[src/rtl/wdg_pkg.sv]
package wdg_pkg;
  typedef enum logic [2:0] {
    WD_OFF   = 3'd0,
    WD_LEAD  = 3'd1,
    WD_SHUT  = 3'd2,
    WD_OPEN  = 3'd3,
    WD_PULSE = 3'd4
  } wd_state_e;
endpackage

[src/rtl/wdg_rst_sync.sv]
module wdg_rst_sync (
  input  logic clk,
  input  logic arst_n,
  output logic srst_n
);
  logic s1_q, s2_q;

  always_ff @(posedge clk or negedge arst_n) begin
    if (!arst_n) begin
      s1_q <= 1'b0;
      s2_q <= 1'b0;
    end else begin
      s1_q <= 1'b1;
      s2_q <= s1_q;
    end
  end

  assign srst_n = s2_q;
endmodule

[src/rtl/wdg_trig_qual.sv]
module wdg_trig_qual #(
  parameter int MIN_WIDTH = 3
) (
  input  logic clk,
  input  logic rst_n,
  input  logic trig_n,
  input  logic trig_p,
  output logic trig_ok
);
  localparam int CW = $clog2(MIN_WIDTH + 1);

  logic          n_s1_q, n_s2_q, p_s1_q, p_s2_q;
  logic          act;
  logic [CW-1:0] wcnt_q, wcnt_d;

  always_ff @(posedge clk or negedge rst_n) begin
    if (!rst_n) begin
      n_s1_q <= 1'b1;
      n_s2_q <= 1'b1;
      p_s1_q <= 1'b0;
      p_s2_q <= 1'b0;
    end else begin
      n_s1_q <= trig_n;
      n_s2_q <= n_s1_q;
      p_s1_q <= trig_p;
      p_s2_q <= p_s1_q;
    end
  end

  assign act = !n_s2_q || p_s2_q;

  // width counter saturates so one pulse yields one acceptance
  always_comb begin
    wcnt_d = wcnt_q;
    if (!act)
      wcnt_d = '0;
    else if (wcnt_q != CW'(MIN_WIDTH))
      wcnt_d = wcnt_q + CW'(1);
  end

  always_ff @(posedge clk or negedge rst_n) begin
    if (!rst_n) wcnt_q <= '0;
    else        wcnt_q <= wcnt_d;
  end

  assign trig_ok = act && (wcnt_q == CW'(MIN_WIDTH - 1));
endmodule

[src/rtl/wdg_seq.sv]
module wdg_seq
  import wdg_pkg::*;
#(
  parameter int LEAD_TICKS  = 3922,
  parameter int SHUT_TICKS  = 800,
  parameter int OPEN_TICKS  = 840,
  parameter int PULSE_TICKS = 157
) (
  input  logic      clk,
  input  logic      rst_n,
  input  logic      tick,
  input  logic      wd_off,
  input  logic      trig_ok,
  output wd_state_e state_o,
  output logic      pulse_start
);
  localparam int MAX_AB = (LEAD_TICKS > SHUT_TICKS) ? LEAD_TICKS : SHUT_TICKS;
  localparam int MAX_CD = (OPEN_TICKS > PULSE_TICKS) ? OPEN_TICKS : PULSE_TICKS;
  localparam int MAXT   = (MAX_AB > MAX_CD) ? MAX_AB : MAX_CD;
  localparam int CW     = $clog2(MAXT + 1);

  wd_state_e     state_q, state_d;
  logic [CW-1:0] cnt_q, cnt_d, lim_m1;
  logic          expire;

  always_comb begin
    case (state_q)
      WD_LEAD:  lim_m1 = CW'(LEAD_TICKS - 1);
      WD_SHUT:  lim_m1 = CW'(SHUT_TICKS - 1);
      WD_OPEN:  lim_m1 = CW'(OPEN_TICKS - 1);
      WD_PULSE: lim_m1 = CW'(PULSE_TICKS - 1);
      default:  lim_m1 = '0;
    endcase
  end

  assign expire = tick && (cnt_q == lim_m1);

  always_comb begin
    state_d     = state_q;
    cnt_d       = tick ? cnt_q + CW'(1) : cnt_q;
    pulse_start = 1'b0;
    if (wd_off) begin
      state_d = WD_OFF;
      cnt_d   = '0;
    end else begin
      case (state_q)
        WD_OFF: begin
          state_d = WD_LEAD;
          cnt_d   = '0;
        end
        WD_LEAD, WD_OPEN: begin
          if (trig_ok) begin
            state_d = WD_SHUT;
            cnt_d   = '0;
          end else if (expire) begin
            state_d     = WD_PULSE;
            cnt_d       = '0;
            pulse_start = 1'b1;
          end
        end
        WD_SHUT: begin
          // a trigger in the closed window wins over its expiry
          if (trig_ok) begin
            state_d     = WD_PULSE;
            cnt_d       = '0;
            pulse_start = 1'b1;
          end else if (expire) begin
            state_d = WD_OPEN;
            cnt_d   = '0;
          end
        end
        WD_PULSE: begin
          if (expire) begin
            state_d = WD_LEAD;
            cnt_d   = '0;
          end
        end
        default: begin
          state_d = WD_LEAD;
          cnt_d   = '0;
        end
      endcase
    end
  end

  always_ff @(posedge clk or negedge rst_n) begin
    if (!rst_n) begin
      state_q <= WD_LEAD;
      cnt_q   <= '0;
    end else begin
      state_q <= state_d;
      cnt_q   <= cnt_d;
    end
  end

  assign state_o = state_q;
endmodule

[src/rtl/win_watchdog.sv]
module win_watchdog
  import wdg_pkg::*;
#(
  parameter int LEAD_TICKS  = 3922,
  parameter int SHUT_TICKS  = 800,
  parameter int OPEN_TICKS  = 840,
  parameter int PULSE_TICKS = 157,
  parameter int MIN_WIDTH   = 150
) (
  input  logic clk,
  input  logic rst_n,
  input  logic osc_tick,
  input  logic wd_off,
  input  logic trig_n,
  input  logic trig_p,
  input  logic flag_clr,
  output logic rst_out_n,
  output logic wd_fault
);
  logic      srst_n;
  logic      trig_hit;
  logic      pulse_start;
  logic      fault_q, fault_d;
  wd_state_e st;

  wdg_rst_sync u_rsync (
    .clk    (clk),
    .arst_n (rst_n),
    .srst_n (srst_n)
  );

  wdg_trig_qual #(.MIN_WIDTH(MIN_WIDTH)) u_qual (
    .clk     (clk),
    .rst_n   (srst_n),
    .trig_n  (trig_n),
    .trig_p  (trig_p),
    .trig_ok (trig_hit)
  );

  wdg_seq #(
    .LEAD_TICKS  (LEAD_TICKS),
    .SHUT_TICKS  (SHUT_TICKS),
    .OPEN_TICKS  (OPEN_TICKS),
    .PULSE_TICKS (PULSE_TICKS)
  ) u_seq (
    .clk         (clk),
    .rst_n       (srst_n),
    .tick        (osc_tick),
    .wd_off      (wd_off),
    .trig_ok     (trig_hit),
    .state_o     (st),
    .pulse_start (pulse_start)
  );

  always_comb begin
    fault_d = fault_q;
    if (pulse_start)   fault_d = 1'b1;
    else if (flag_clr) fault_d = 1'b0;
  end

  always_ff @(posedge clk or negedge srst_n) begin
    if (!srst_n) fault_q <= 1'b0;
    else         fault_q <= fault_d;
  end

  assign rst_out_n = (st != WD_PULSE);
  assign wd_fault  = fault_q;
endmodule

[config.mk]
export PLATFORM = sky130hd
export DESIGN_NAME = win_watchdog
export DESIGN_NICKNAME = d
export VERILOG_FILES = /design/src/rtl/wdg_pkg.sv /design/src/rtl/wdg_rst_sync.sv /design/src/rtl/wdg_trig_qual.sv /design/src/rtl/wdg_seq.sv /design/src/rtl/win_watchdog.sv
export SDC_FILE = /design/constraint.sdc
export NUM_CORES = 1
export LEC_CHECK = 0
export ABC_AREA = 1
export BUFFER_PORTS_ARGS = -buffer_cell sky130_fd_sc_hd__buf_2
export CORE_MARGIN = 3
export CORE_UTILIZATION = 35
export CTS_BUF_LIST = sky130_fd_sc_hd__clkbuf_8
export DETAILED_ROUTE_END_ITERATION = 10
export GPL_TIMING_DRIVEN = 0
export HOLD_SLACK_MARGIN = 0.15
export SLEW_MARGIN = 20
export SYNTH_ARGS = -nofsm -noshare
export SYNTH_HDL_FRONTEND = slang
export SYNTH_SLANG_ARGS = --single-unit
[constraint.sdc]
create_clock -name clk -period 0.9 [get_ports clk]
set_clock_uncertainty 0.05 [all_clocks]
set_input_delay 0.18 -clock clk [delete_from_list [all_inputs] [get_ports clk]]
set_output_delay 0.18 -clock clk [all_outputs]
set_load 0.02 [all_outputs]
==> results of run 1 <==
==> repair_timing <==
action,4_1_cts,5_1_grt
pin swaps,10,8
buffers inserted,13,10
hold endpoints to repair,6,1
resized for setup,22,23
gates cloned,0,0
endpoints found under the setup margin,26,27
==> worst reg2reg max path, stage by stage (launching register included) <==
cell                      delay [ps]
sky130_fd_sc_hd__dfstp_2         590
sky130_fd_sc_hd__inv_2            70
sky130_fd_sc_hd__nor2_4          140
sky130_fd_sc_hd__nand2_4          80
sky130_fd_sc_hd__a21oi_2         110
sky130_fd_sc_hd__nand3_1         100
sky130_fd_sc_hd__nor2_2          100
sky130_fd_sc_hd__nand2_2          80
sky130_fd_sc_hd__nand2_4         100
sky130_fd_sc_hd__buf_8           140
sky130_fd_sc_hd__nor2_1           50
==> synth_stat cells, types with 3 or more instances <==
master,n
sky130_fd_sc_hd__dfrtp_1,27
sky130_fd_sc_hd__ha_1,4
sky130_fd_sc_hd__a21oi_1,8
sky130_fd_sc_hd__xor2_1,9
sky130_fd_sc_hd__nand2_2,3
sky130_fd_sc_hd__nor3_1,6
sky130_fd_sc_hd__nor2_1,35
sky130_fd_sc_hd__dfstp_2,3
sky130_fd_sc_hd__inv_1,33
sky130_fd_sc_hd__o21ai_0,8
sky130_fd_sc_hd__nand2_1,50
sky130_fd_sc_hd__nand3_1,15
==> kinds of logic (layout without fill, tap and decap cells) <==
family | after synthesis | in the layout | synth area share [%]
compound gates | 19 | 19 | 6.11
other cells | 1 | 1 | 0.229
flops | 30 | 30 | 46.0
fa+ha+maj | 4 | 4 | 3.05
buf+inv | 35 | 78 | 8.70
simple gates | 115 | 115 | 30.0
xor+xnor | 11 | 11 | 5.88
==> through the flow <==
step / utilization (%) / TNS (ps) / total power (uW) / worst slack, ps
final: 51.0 / -17220 / 5370 / -801
after global placement: 39.8 / -16660 / 2960 / -895
after detailed placement: 39.8 / -16890 / 2970 / -903
after global routing: 51.0 / -20510 / 5740 / -949
after CTS: 47.8 / -17140 / 5150 / -860
after floorplan: - / -12510 / 2690 / -699
==> where the power goes <==
part | switching [uW] | internal, uW | leakage (uW) | total, uW
clock | 526 | 1180 | 0.0000714 | 1710
sequential | 239 | 1530 | 0.000389 | 1770
combinational | 988 | 904 | 0.000629 | 1890
==> flip-flops by register name, indices dropped and copies added (netlist names) <==
name            flops
u_seq.cnt_q        12
u_qual.wcnt_q       8
u_seq.state_o       3
u_qual.n_s1_q       1
u_qual.n_s2_q       1
u_qual.p_s1_q       1
u_qual.p_s2_q       1
u_rsync.s1_q        1
u_rsync.srst_n      1
wd_fault            1
==> routing by layer <==
metal / vias up / wire, um / share of wire, %
li1: 747 / - / -
met1: 651 / 1790 / 50
met2: 21 / 1590 / 45
met5: - / 0 / 0
met4: 0 / 93 / 2.6
met3: 10 / 95 / 2.7
==> area by class of cell <==
type	count	area [um2]	area share [%]
plain buffers	1	15.0	0.663
repair buffers	35	290	12.8
inverters	34	128	5.64
clock buffers	6	82.6	3.65
clock inverters	2	60.1	2.65
multi-input cells	150	863	38.1
well taps	52	65.1	2.87
flip-flops and latches	30	761	33.6
==> worst max path at each step <==
stage                      from              to  slack, ps  cells past startpoint
4_1_cts        u_seq.state_o[0]  u_seq.cnt_q[9]       -860                     10
2_1_floorplan  u_seq.state_o[0]  u_seq.cnt_q[1]       -700                     10
6_report       u_seq.state_o[0]  u_seq.cnt_q[2]       -800                     10
3_3_place_gp   u_seq.state_o[0]  u_seq.cnt_q[9]       -900                     10
3_5_place_dp   u_seq.state_o[0]  u_seq.cnt_q[9]       -900                     10
5_1_grt        u_seq.state_o[0]        wd_fault       -950                     13
==> results.md, run 1 <==
Global route:
- Global routing used 14.8% of the available tracks across all layers.
- After global routing the overflow that remains totals 0.
- In the global route stage, met3 resource usage came out at 3.65%.
- After global routing, the most crowded layer is met2.
- The via count of the first global-routing pass is 1424.
- The number of antenna violations at the first check in global routing came to 0.
- The wire length of the first global-routing pass is 6200 um.
- The routing usage on met2 is 21.8%.
- Global routing used 20.2% of the available met1 tracks.
- The largest net degree at the start of global routing is 29.

STA:
- The final number of hold-violating endpoints is 0.
- The maximum clock frequency is 588 MHz.
- The final worst-path cycle share is 189%.
- The time the worst path needs with I/O delays and setup is 1700 ps.
- Setup repair after global routing could not meet its margin everywhere.
- The final number of max-transition violations came to 0.
- The final worst slack is -801 ps.
- On the final layout, the worst hold slack is 129 ps.
- The total of endpoints with negative setup slack in the final report is 26.

Final layout:
- Cells with a size suffix above 1 make up 32.9% of the layout.
- The library cells used most frequently in the layout, excluding fill and tap cells, are 43 x sky130_fd_sc_hd__nand2_1, 27 x sky130_fd_sc_hd__nor2_1, 25 x sky130_fd_sc_hd__inv_1.
- The number of diodes added for antenna fixing is 0.
- For this run, the post-layout net count is 268.
- Leaving out fill and tap cells, the most frequent cell in the layout is sky130_fd_sc_hd__nand2_1.
- From synthesis to final layout, the design area changed by 38.2%.
- The filler cell count is 432.
- The finished layout holds 310 standard cells, fillers aside.
- After routing the design area is 2260 um2.

Placed design:
- After legalization and detailed placement, the total HPWL measured 2220 um.
- The final weighted congestion in routability-driven placement is 0.812.
- The number of placed instances, taps included, is 275.
- In this run the tool buffered the top-level ports with 8 buffer cells.
- The area of placed instances is 1770 um2.

Detailed routing:
- The overall via count from detail_route is 1429.
- In the final routed layout, each cell accounts on average for 11.5 um.
- The first routing iteration left 77 violations.
- The number of detailed-routing iterations run before antenna repair is 4.
- The final wirelength is 3570 um.
- The count of nets left with antenna violations once routing finished came out at 0.
- For this run, design rule violations remaining after detail routing come to 0.
- After detailed routing, the number of vias per cell comes to 4.61.

Worst setup path:
- The critical path launch point type is a flop.
- Walking the worst path, the cells encountered are inv_2 -> nor2_4 -> nand2_4 -> a21oi_2 -> nand3_1 -> nor2_2 -> nand2_2 -> nand2_4 -> buf_8 -> nor2_1.
- The most used cell along the critical path is sky130_fd_sc_hd__nand2_4.
- The required time of the critical path is 1020 ps.
- The beginning of the worst register-to-register path is u_seq.state_o[0].
- The worst setup path is captured at a flop.
- For the worst setup path, the data arrival time is 1830 ps.
- The reg-to-reg endpoint is u_seq.cnt_q[2].
- The critical path contains buffers and inverters numbering 2 combined.
- The largest single stage delay on the critical path is 590 ps.
- Counting cells, the worst reg-to-reg path comes to 10.
- The setup slack of the most critical reg-to-reg path is -800 ps.
- The class of the most critical setup path is flop to flop.
- Along the worst path, the maximum fanout reaches 10.
- The cell family contributing the most delay on the critical path is simple AND/OR/NAND/NOR gates.
- On the critical path, the stage with the largest delay is an instance of sky130_fd_sc_hd__dfstp_2.

Synth:
- The post-synthesis cell type with the largest combined area is sky130_fd_sc_hd__dfrtp_1.
- The number of nets in the synthesized netlist is 226.
- The netlist area before placement is 1640 um2.
- Of all flip-flops after synthesis, the portion carrying an async set or reset was 100%.
- In the synthesized netlist the dominant register cell turns out to be sky130_fd_sc_hd__dfrtp_1.
- The unique cell type count in the Yosys netlist is 23.
- The mean cell area of the mapped netlist is 7.62 um2.
- Counting flops and latches in the post-synthesis netlist gives 30.
- The total of warnings raised by yosys is 0.
- Ranked by total cell area, the synthesized netlist is headed by sky130_fd_sc_hd__dfrtp_1 41%, sky130_fd_sc_hd__nand2_1 11%, sky130_fd_sc_hd__nor2_1 8.0%.
- Counting every instance in the synthesized netlist gives 215.
- In this run, synthesis inferred 0 flip-flops with an integrated enable.
- The area share of the leading cell type in the synthesized netlist is 41.2%.
- For this run, the register share of the synthesized area comes to 46.0%.

Floorplan:
- From left edge to right edge, the die measures 74.4 um.
- The boundary pin count is 9.
- After floorplanning, the core was divided into 24 placement rows.
- The die covers 5540 um2.
- The region available for standard cell placement spans 4440 um2.
- The initial cell density of the core is 36.9%.
- The die is 74.4 um tall.

Clocking:
- The clock drives 30 sinks.
- TritonCTS built the clock tree.
- The clock-pin slew on the worst setup and hold paths is 60 ps.
- The CTS root buffer is sky130_fd_sc_hd__clkbuf_8.
- Counting along the longest clock path gives a buffer depth of 2.
- The number of H-tree levels is 2.
- The later pin in the worst-skew pair is clocked with a latency of 280 ps.
- Buffers inserted during clock tree synthesis total 5.
- The hold-fix buffer count after cts is 5.

Outcome:
- The checks that failed: setup timing.
- The run finished, with violations left.

Min path:
- The worst hold path was traced through 3 stages.
- The hold path endpoint is u_seq.cnt_q[0].
- The worst hold path startpoint is osc_tick.
- The tightest min-delay check is of the input port to flop type.

Flow run:
- Across the run, the number of max-cap violations was 0.

Power:
- The standby leakage power is 0.00109 uW.
- In this run the power density over the cells is 2370 nW/um2.
- The worst-case IR drop observed on VDD is 897 uV.
(Power assumes the default switching activity.)
==> run 2, diff against run 1 <==
- BUFFER_PORTS_ARGS: -buffer_cell sky130_fd_sc_hd__buf_2 -> unset
- DONT_BUFFER_PORTS: unset -> 1
==> run 2 against run 1 <==
  * The flow still finishes with violations (setup timing)
  * Clock power is 33% lower
  * Non-clock buffer count is 13 lower
  * Via count down 3.8%
  * Global-route usage fell by 1.6 points
  * Critical path depth unchanged
  * Hold slack improved by 40 ps
  * Critical path type unchanged
  * Critical endpoint is now u_seq.cnt_q[9]
  * Highest routed layer unchanged
==> results.md, run 2 (synthesis results as in run 1) <==
Detailed routing:
- The detailed router's first-iteration violation count is 75 (was 77).
- The number of nets with antenna violations after routing is 0 (unchanged).
- The final wirelength was 3260 um (was 3570 um).
- The remaining routing DRC violations is 0 (unchanged).
- The routed length per placed instance is 11.0 um (was 11.5 um).
- The overall via count from detail_route was 1374 (was 1429).
- The average via count per standard cell is 4.63 (was 4.61).
- The number of detailed-routing iterations run before antenna repair is 4 (unchanged).

Floorplan:
- The boundary pin count is 9 (unchanged).
- The die span in y is 74.4 um (unchanged).
- The area of the core region is 4440 um2 (unchanged).
- The die outline width is 74.4 um (unchanged).
- The site row count is 24 (unchanged).
- The die area is 5540 um2 (unchanged).
- The initial cell density of the core is 36.9% (unchanged).

Final layout:
- The number of flip-flops in the largest register is 12 (unchanged).
- The most common cell after layout, fill and taps aside is sky130_fd_sc_hd__nand2_1 (unchanged).
- The net count of the finished layout is 255 (was 268).
- The filler cell count was 431 (was 432).
- The share of cells above drive strength 1 is 29.8% (was 32.9%).
- The multi-input combinational cell area is 871 um2 (was 863 um2).
- The number of diodes added for antenna fixing is 0 (unchanged).
- The final design area excluding fillers came to 2140 um2 (was 2260 um2).
- The area used by sequential logic in the layout is 763 um2 (was 761 um2).
- The final cell count without fillers came to 297 (was 310).
- The register containing the most flip-flops in the final layout is u_seq.cnt_q (unchanged).
- The area added between synthesis and finish came to 30.7% (was 38.2%).
- The post-layout utilization of the core is 48.2% (was 51.0%).
- Commonest cells after routing, fill and taps aside: 43 x sky130_fd_sc_hd__nand2_1, 27 x sky130_fd_sc_hd__nor2_1, 26 x sky130_fd_sc_hd__inv_1 (was 43 x sky130_fd_sc_hd__nand2_1, 27 x sky130_fd_sc_hd__nor2_1, 25 x sky130_fd_sc_hd__inv_1).

Clocking:
- The source-to-sink clock delay at the later pin of the worst-skew pair is 280 ps (about the same).
- The clock tree from TritonCTS is done (unchanged).
- The deepest clock path buffer count is 2 (unchanged).
- The clock-pin slew on the worst setup and hold paths came to 70 ps (was 60 ps).
- The number of clock sinks came to 30 (unchanged).
- The TritonCTS buffer count is 5 (unchanged).
- The CTS root buffer was sky130_fd_sc_hd__clkbuf_8 (unchanged).
- The number of H-tree levels came to 2 (unchanged).

Global route:
- The overall track demand over capacity in global routing is 13.2% (was 14.8%).
- The via count of the first global-routing pass was 1293 (was 1424).
- The sum of overflow across all layers after global routing came to 0 (unchanged).
- The wire length of the first global-routing pass is 5510 um (was 6200 um).
- The largest net degree at the start of global routing was 29 (unchanged).
- The number of antenna violations at the first check in global routing is 0 (unchanged).

STA:
- The time the worst path needs with I/O delays and setup was 1780 ps (was 1700 ps).
- The total of endpoints with negative setup slack in the final report was 26 (unchanged).
- The maximum clock frequency is 561 MHz (was 588 MHz).
- The post-route setup TNS is -17750 ps (was -17220 ps).
- The final number of hold-violating endpoints is 0 (unchanged).
- The final worst-path cycle share is 198% (was 189%).
- Unrepaired setup endpoints after global routing: true (unchanged).
- The final number of max-transition violations is 0 (unchanged).
- The final worst slack is -882 ps (was -801 ps).

Placed design:
- The final weighted congestion in routability-driven placement is 0.782 (was 0.812).
- The number of port buffers was 0 (was 8).
- The half-perimeter wire length of the detailed placement result is 2210 um (was 2220 um).
- The cell count after placement is 267 (was 275).
- The area of placed instances is 1730 um2 (was 1770 um2).
- The post-place setup slack is -912 ps (was -903 ps).

Power:
- The ratio of total power to cell area was 2180 nW/um2 (was 2370 nW/um2).
- The cell-internal power is 2920 uW (was 3610 uW).
- The standby leakage power was 0.000993 uW (was 0.00109 uW).
- The share of total power in the clock network is 24.6% (was 31.8%).
- The net switching power of the design is 1750 uW (about the same).
- The switching share of power is 37.5% (was 32.7%).
- The largest vdd supply drop is 908 uV (was 897 uV).
- The part of the total power dissipated in combinational logic came to 36.7% (was 35.3%).
- The fraction of power consumed by sequential logic came to 38.8% (was 32.9%).

Outcome:
- Run status: finished, violations left (unchanged).
- Failing checks: setup timing (unchanged).

Flow run:
- The number of max-capacitance violations reported was 0 (unchanged).

Worst setup path:
- Ordered list of cells on the worst path: inv_2 -> nor2_4 -> nand2_2 -> a21oi_2 -> nand3_1 -> nor2_2 -> nand2_2 -> nand2_4 -> buf_8 -> nor2_1 (was inv_2 -> nor2_4 -> nand2_4 -> a21oi_2 -> nand3_1 -> nor2_2 -> nand2_2 -> nand2_4 -> buf_8 -> nor2_1).
- The endpoint class of the critical path was a flop (unchanged).
- The critical path launch point type is a flop (unchanged).
- The class of the most critical setup path is flop to flop (unchanged).
- The top fanout value on the critical path is 10 (unchanged).
- The cell family contributing the most delay on the critical path is simple AND/OR/NAND/NOR gates (unchanged).
- The slowest cell on the critical path is sky130_fd_sc_hd__dfstp_2 (unchanged).
- The worst path arrival time came to 1910 ps (was 1830 ps).
- The buffering stage count on the worst path with inverters included came to 2 (unchanged).
- The required time of the critical path is 1020 ps (about the same).
- The peak per-stage delay on the critical path is 620 ps (was 590 ps).
- The most used cell along the critical path is sky130_fd_sc_hd__nand2_2 (was sky130_fd_sc_hd__nand2_4).

Min path:
- The worst min-delay path category was input port to flop (unchanged).
[run 2: changes by cell type in the layout (fill, tap and decap cells not counted), moves of 2 or more]
| cell | change |
|---|---|
| sky130_fd_sc_hd__nand3_1 | -3 |
| sky130_fd_sc_hd__buf_6 | -2 |
| sky130_fd_sc_hd__buf_4 | -7 |
| sky130_fd_sc_hd__dfrtp_2 | +2 |
| sky130_fd_sc_hd__nand3_2 | +3 |
| sky130_fd_sc_hd__dfrtp_1 | -2 |
| sky130_fd_sc_hd__buf_2 | -6 |
| sky130_fd_sc_hd__dlygate4sd3_1 | +2 |
| sky130_fd_sc_hd__bufinv_16 | -2 |
[run 2: power by group through the flow]
| stage | registers, uW | clock network [uW] | logic (uW) |
|---|---|---|---|
| finish | 1810 | 1150 | 1710 |
| global route | 1850 | 1260 | 1940 |
| CTS | 1790 | 1190 | 1510 |
| detailed placement | 1800 | 0 | 1130 |
| global placement | 1800 | 0 | 1120 |
| floorplan | 1740 | 0 | 945 |
[run 2: final timing paths]
path | start | to | slack [ps] | depth (start not counted)
worst max-delay path | u_seq.state_o[0] | u_seq.cnt_q[9] | -880 | 10
worst min-delay path | osc_tick | u_seq.cnt_q[2] | 170 | 3
worst max register to register | u_seq.state_o[0] | u_seq.cnt_q[9] | -880 | 10
worst min register to register | u_rsync.srst_n | u_seq.cnt_q[3] | 200 | 0
max in group asynchronous | rst_n | u_rsync.srst_n | 70 | 2
min in group asynchronous | u_rsync.srst_n | u_seq.cnt_q[3] | 200 | 0
[run 2: area by class of cell]
| type | instances | share of cell area (%) |
|---|---|---|
| Timing Repair Buffer | 22 | 9.58 |
| Sequential cell | 30 | 35.6 |
| Inverter | 34 | 5.96 |
| Tap cell | 52 | 3.04 |
| Buffer | 1 | 0.701 |
| Clock buffer | 6 | 3.86 |
| Clock inverter | 2 | 0.584 |
| Multi-Input combinational cell | 150 | 40.7 |
[run 2: timing repair]
| action | in CTS | in global routing |
|---|---|---|
| setup endpoints to repair | 26 | 29 |
| resized for setup | 26 | 16 |
| pin swaps | 8 | 7 |
| endpoints found under the hold margin | 10 | 0 |
| hold buffers | 7 | 0 |
| buffers inserted | 9 | 6 |
[run 2: routing by layer]
layer,global-route usage [%],wire length (um)
met1,17.0,1630
met2,20.4,1460
met3,4.86,115
met4,4.74,54
met5,0,0
[run 2: metrics by stage]
step / power (uW) / hold WS (ps)
2_1_floorplan: 2690 / -166
3_3_place_gp: 2920 / -166
3_5_place_dp: 2930 / -166
4_1_cts: 4490 / 161
5_1_grt: 5050 / 231
6_report: 4670 / 169
[run 2: worst register-to-register path, delay by kind of cell, from the launching register on]
family                 cells  cell delay (ps)
AOI/OAI and AO/OA          1              120
buffers and inverters      2              220
DFF                        1              620
and+or+nand+nor            7              670
==> run 3, diff against run 2 <==
- CORE_UTILIZATION: 35 -> 29
==> run 3 against run 2 <==
  * The run still ends with setup timing left
  * Sequential power barely moved
  * Wire length rose by 10%
  * Sequential share of layout area fell by 1.7 points
  * Combinational power rose by 8%
  * Cell count rose by 5.7%
  * Total power rose by 15%
  * Register-to-register slack barely moved
  * Critical path type unchanged
  * Largest cell class unchanged
  * Highest routed layer unchanged
==> results.md, run 3 (synthesis results as in run 1) <==
Outcome:
- Run status: finished, violations left (unchanged).
- Failing checks: setup timing (unchanged).

Worst setup path:
- The slowest cell on the critical path is sky130_fd_sc_hd__dfstp_2 (unchanged).
- The critical path launch point type is a flop (unchanged).
- The class of the most critical setup path is flop to flop (unchanged).
- The setup slack of the most critical reg-to-reg path is -870 ps (was -880 ps).
- The buffering stage count on the worst path with inverters included is 2 (unchanged).
- The peak per-stage delay on the critical path is 600 ps (was 620 ps).
- The top fanout value on the critical path was 10 (unchanged).
- Ordered list of cells on the worst path: inv_2 -> nor2_4 -> nand2_2 -> a21oi_2 -> nand3_1 -> nor2_1 -> nand2_2 -> nand2_4 -> buf_8 -> nor2_1 (was inv_2 -> nor2_4 -> nand2_2 -> a21oi_2 -> nand3_1 -> nor2_2 -> nand2_2 -> nand2_4 -> buf_8 -> nor2_1).
- The endpoint class of the critical path is a flop (unchanged).
- The cell family contributing the most delay on the critical path is simple AND/OR/NAND/NOR gates (unchanged).
- The worst path arrival time came to 1900 ps (was 1910 ps).
- The depth of the worst register-to-register path is 10 (unchanged).
- The required time of the critical path is 1030 ps (was 1020 ps).
- The beginning of the worst register-to-register path is u_seq.state_o[0] (unchanged).
- The reg-to-reg endpoint is u_seq.cnt_q[3] (was u_seq.cnt_q[9]).

Clocking:
- The deepest clock path buffer count is 2 (unchanged).
- The TritonCTS buffer count is 5 (unchanged).
- The number of clock sinks is 30 (unchanged).
- The clock-pin slew on the worst setup and hold paths is 70 ps (about the same).
- The clock tree from TritonCTS was done (unchanged).
- The CTS root buffer is sky130_fd_sc_hd__clkbuf_8 (unchanged).
- The number of H-tree levels came to 2 (unchanged).
- The source-to-sink clock delay at the later pin of the worst-skew pair was 290 ps (was 280 ps).

Placed design:
- The half-perimeter wire length of the detailed placement result is 2250 um (was 2210 um).
- The area of placed instances came to 1750 um2 (was 1730 um2).
- The number of port buffers is 0 (unchanged).
- The final weighted congestion in routability-driven placement is 0.811 (was 0.782).

STA:
- The final worst-path cycle share is 197% (was 198%).
- Unrepaired setup endpoints after global routing: true (unchanged).
- The final number of hold-violating endpoints is 0 (unchanged).
- The total of endpoints with negative setup slack in the final report was 26 (unchanged).
- The final number of max-transition violations was 0 (unchanged).
- The post-route setup TNS came to -17310 ps (was -17750 ps).
- The maximum clock frequency is 564 MHz (was 561 MHz).
- The time the worst path needs with I/O delays and setup is 1770 ps (was 1780 ps).
- The final worst slack is -873 ps (was -882 ps).

Final layout:
- The net count of the finished layout is 254 (was 255).
- The number of flip-flops in the largest register was 12 (unchanged).
- The area added between synthesis and finish is 37.0% (was 30.7%).
- Commonest cells after routing, fill and taps aside: 43 x sky130_fd_sc_hd__nand2_1, 25 x sky130_fd_sc_hd__inv_1, 25 x sky130_fd_sc_hd__nor2_1 (was 43 x sky130_fd_sc_hd__nand2_1, 27 x sky130_fd_sc_hd__nor2_1, 26 x sky130_fd_sc_hd__inv_1).
- The post-layout utilization of the core was 42.6% (was 48.2%).
- The final design area excluding fillers is 2250 um2 (was 2140 um2).
- The share of cells above drive strength 1 is 30.7% (was 29.8%).
- The register containing the most flip-flops in the final layout is u_seq.cnt_q (unchanged).
- The number of diodes added for antenna fixing is 0 (unchanged).
- The most common cell after layout, fill and taps aside is sky130_fd_sc_hd__nand2_1 (unchanged).

Power:
- The ratio of total power to cell area is 2390 nW/um2 (was 2180 nW/um2).
- The standby leakage power was 0.00104 uW (was 0.000993 uW).
- The largest vdd supply drop is 900 uV (was 908 uV).

Detailed routing:
- The routed length per placed instance came to 11.4 um (was 11.0 um).
- The detailed router's first-iteration violation count was 58 (was 75).
- The final wirelength is 3590 um (was 3260 um).
- The remaining routing DRC violations came to 0 (unchanged).
- The number of nets with antenna violations after routing is 0 (unchanged).
- The overall via count from detail_route was 1407 (was 1374).
- The number of detailed-routing iterations run before antenna repair is 4 (unchanged).
- The average via count per standard cell is 4.48 (was 4.63).

Flow run:
- The number of max-capacitance violations reported was 0 (unchanged).

Global route:
- The largest net degree at the start of global routing is 29 (unchanged).
- The via count of the first global-routing pass is 1394 (was 1293).
- The sum of overflow across all layers after global routing is 0 (unchanged).
- The wire length of the first global-routing pass is 6070 um (was 5510 um).
- The overall track demand over capacity in global routing is 12.2% (was 13.2%).
- The number of antenna violations at the first check in global routing is 0 (unchanged).

Floorplan:
- The site row count is 26 (was 24).
- The die outline width is 81.2 um (was 74.4 um).
- The boundary pin count came to 9 (unchanged).
- The die area is 6590 um2 (was 5540 um2).
- The initial cell density of the core was 31.1% (was 36.9%).
- The die span in y was 81.2 um (was 74.4 um).
- The area of the core region is 5270 um2 (was 4440 um2).

Min path:
- The worst min-delay path category is flop to asynchronous set/reset pin (was input port to flop).
==> run 3: report_power, final <==
group	internal [uW]	leakage, uW	total (uW)	switching, uW
sequential	1540	0.000387	1800	259
combinational	807	0.000578	1840	1030
clock	1180	0.0000714	1740	555
==> run 3: through the flow <==
step,setup slack [ps],cells,hold WS [ps],power (uW)
2_1_floorplan,-699,215,-166,2690
3_5_place_dp,-922,285,-166,2940
3_3_place_gp,-919,285,-166,2930
5_1_grt,-998,314,243,5710
6_report,-873,314,204,5370
4_1_cts,-878,307,276,5110
==> run 3: per-layer routing <==
layer	global-route usage (%)	vias to the layer above	share of wire (%)
met3	4.32	11	4.2
met2	18.6	24	45
met4	6.08	0	3.3
li1	-	723	-
met1	15.3	649	47
met5	0	-	0
==> run 3: worst max-delay path by stage <==
| stage | from | to | slack (ps) | cells past startpoint |
|---|---|---|---|---|
| final | u_seq.state_o[0] | u_seq.cnt_q[3] | -870 | 10 |
| after detailed placement | u_seq.state_o[0] | u_seq.cnt_q[3] | -920 | 12 |
| after global routing | u_qual.wcnt_q[5] | u_seq.cnt_q[6] | -1000 | 11 |
| after floorplan | u_seq.state_o[0] | u_seq.cnt_q[1] | -700 | 10 |
| after global placement | u_seq.state_o[0] | u_seq.cnt_q[9] | -920 | 12 |
| after CTS | u_seq.state_o[0] | u_seq.cnt_q[3] | -880 | 10 |
==> run 3: area by class of cell <==
cell class              instances  area [um2]
flip-flops and latches         30         762
repair buffers                 21         198
clock buffers                   6        82.6
plain buffers                   1        15.0
clock inverters                 2        60.1
inverters                      34         130
multi-input cells             150         911
fillers                       530        3020
well taps                      70        87.6
==> run 3: what timing repair did <==
action                                  in CTS  in global routing
hold endpoints to repair                    11                  0
gates resized for setup                     29                 24
hold buffers                                 7                  0
endpoints found under the setup margin      26                 28
pin swaps                                    7                 13
buffers inserted                             7                  8
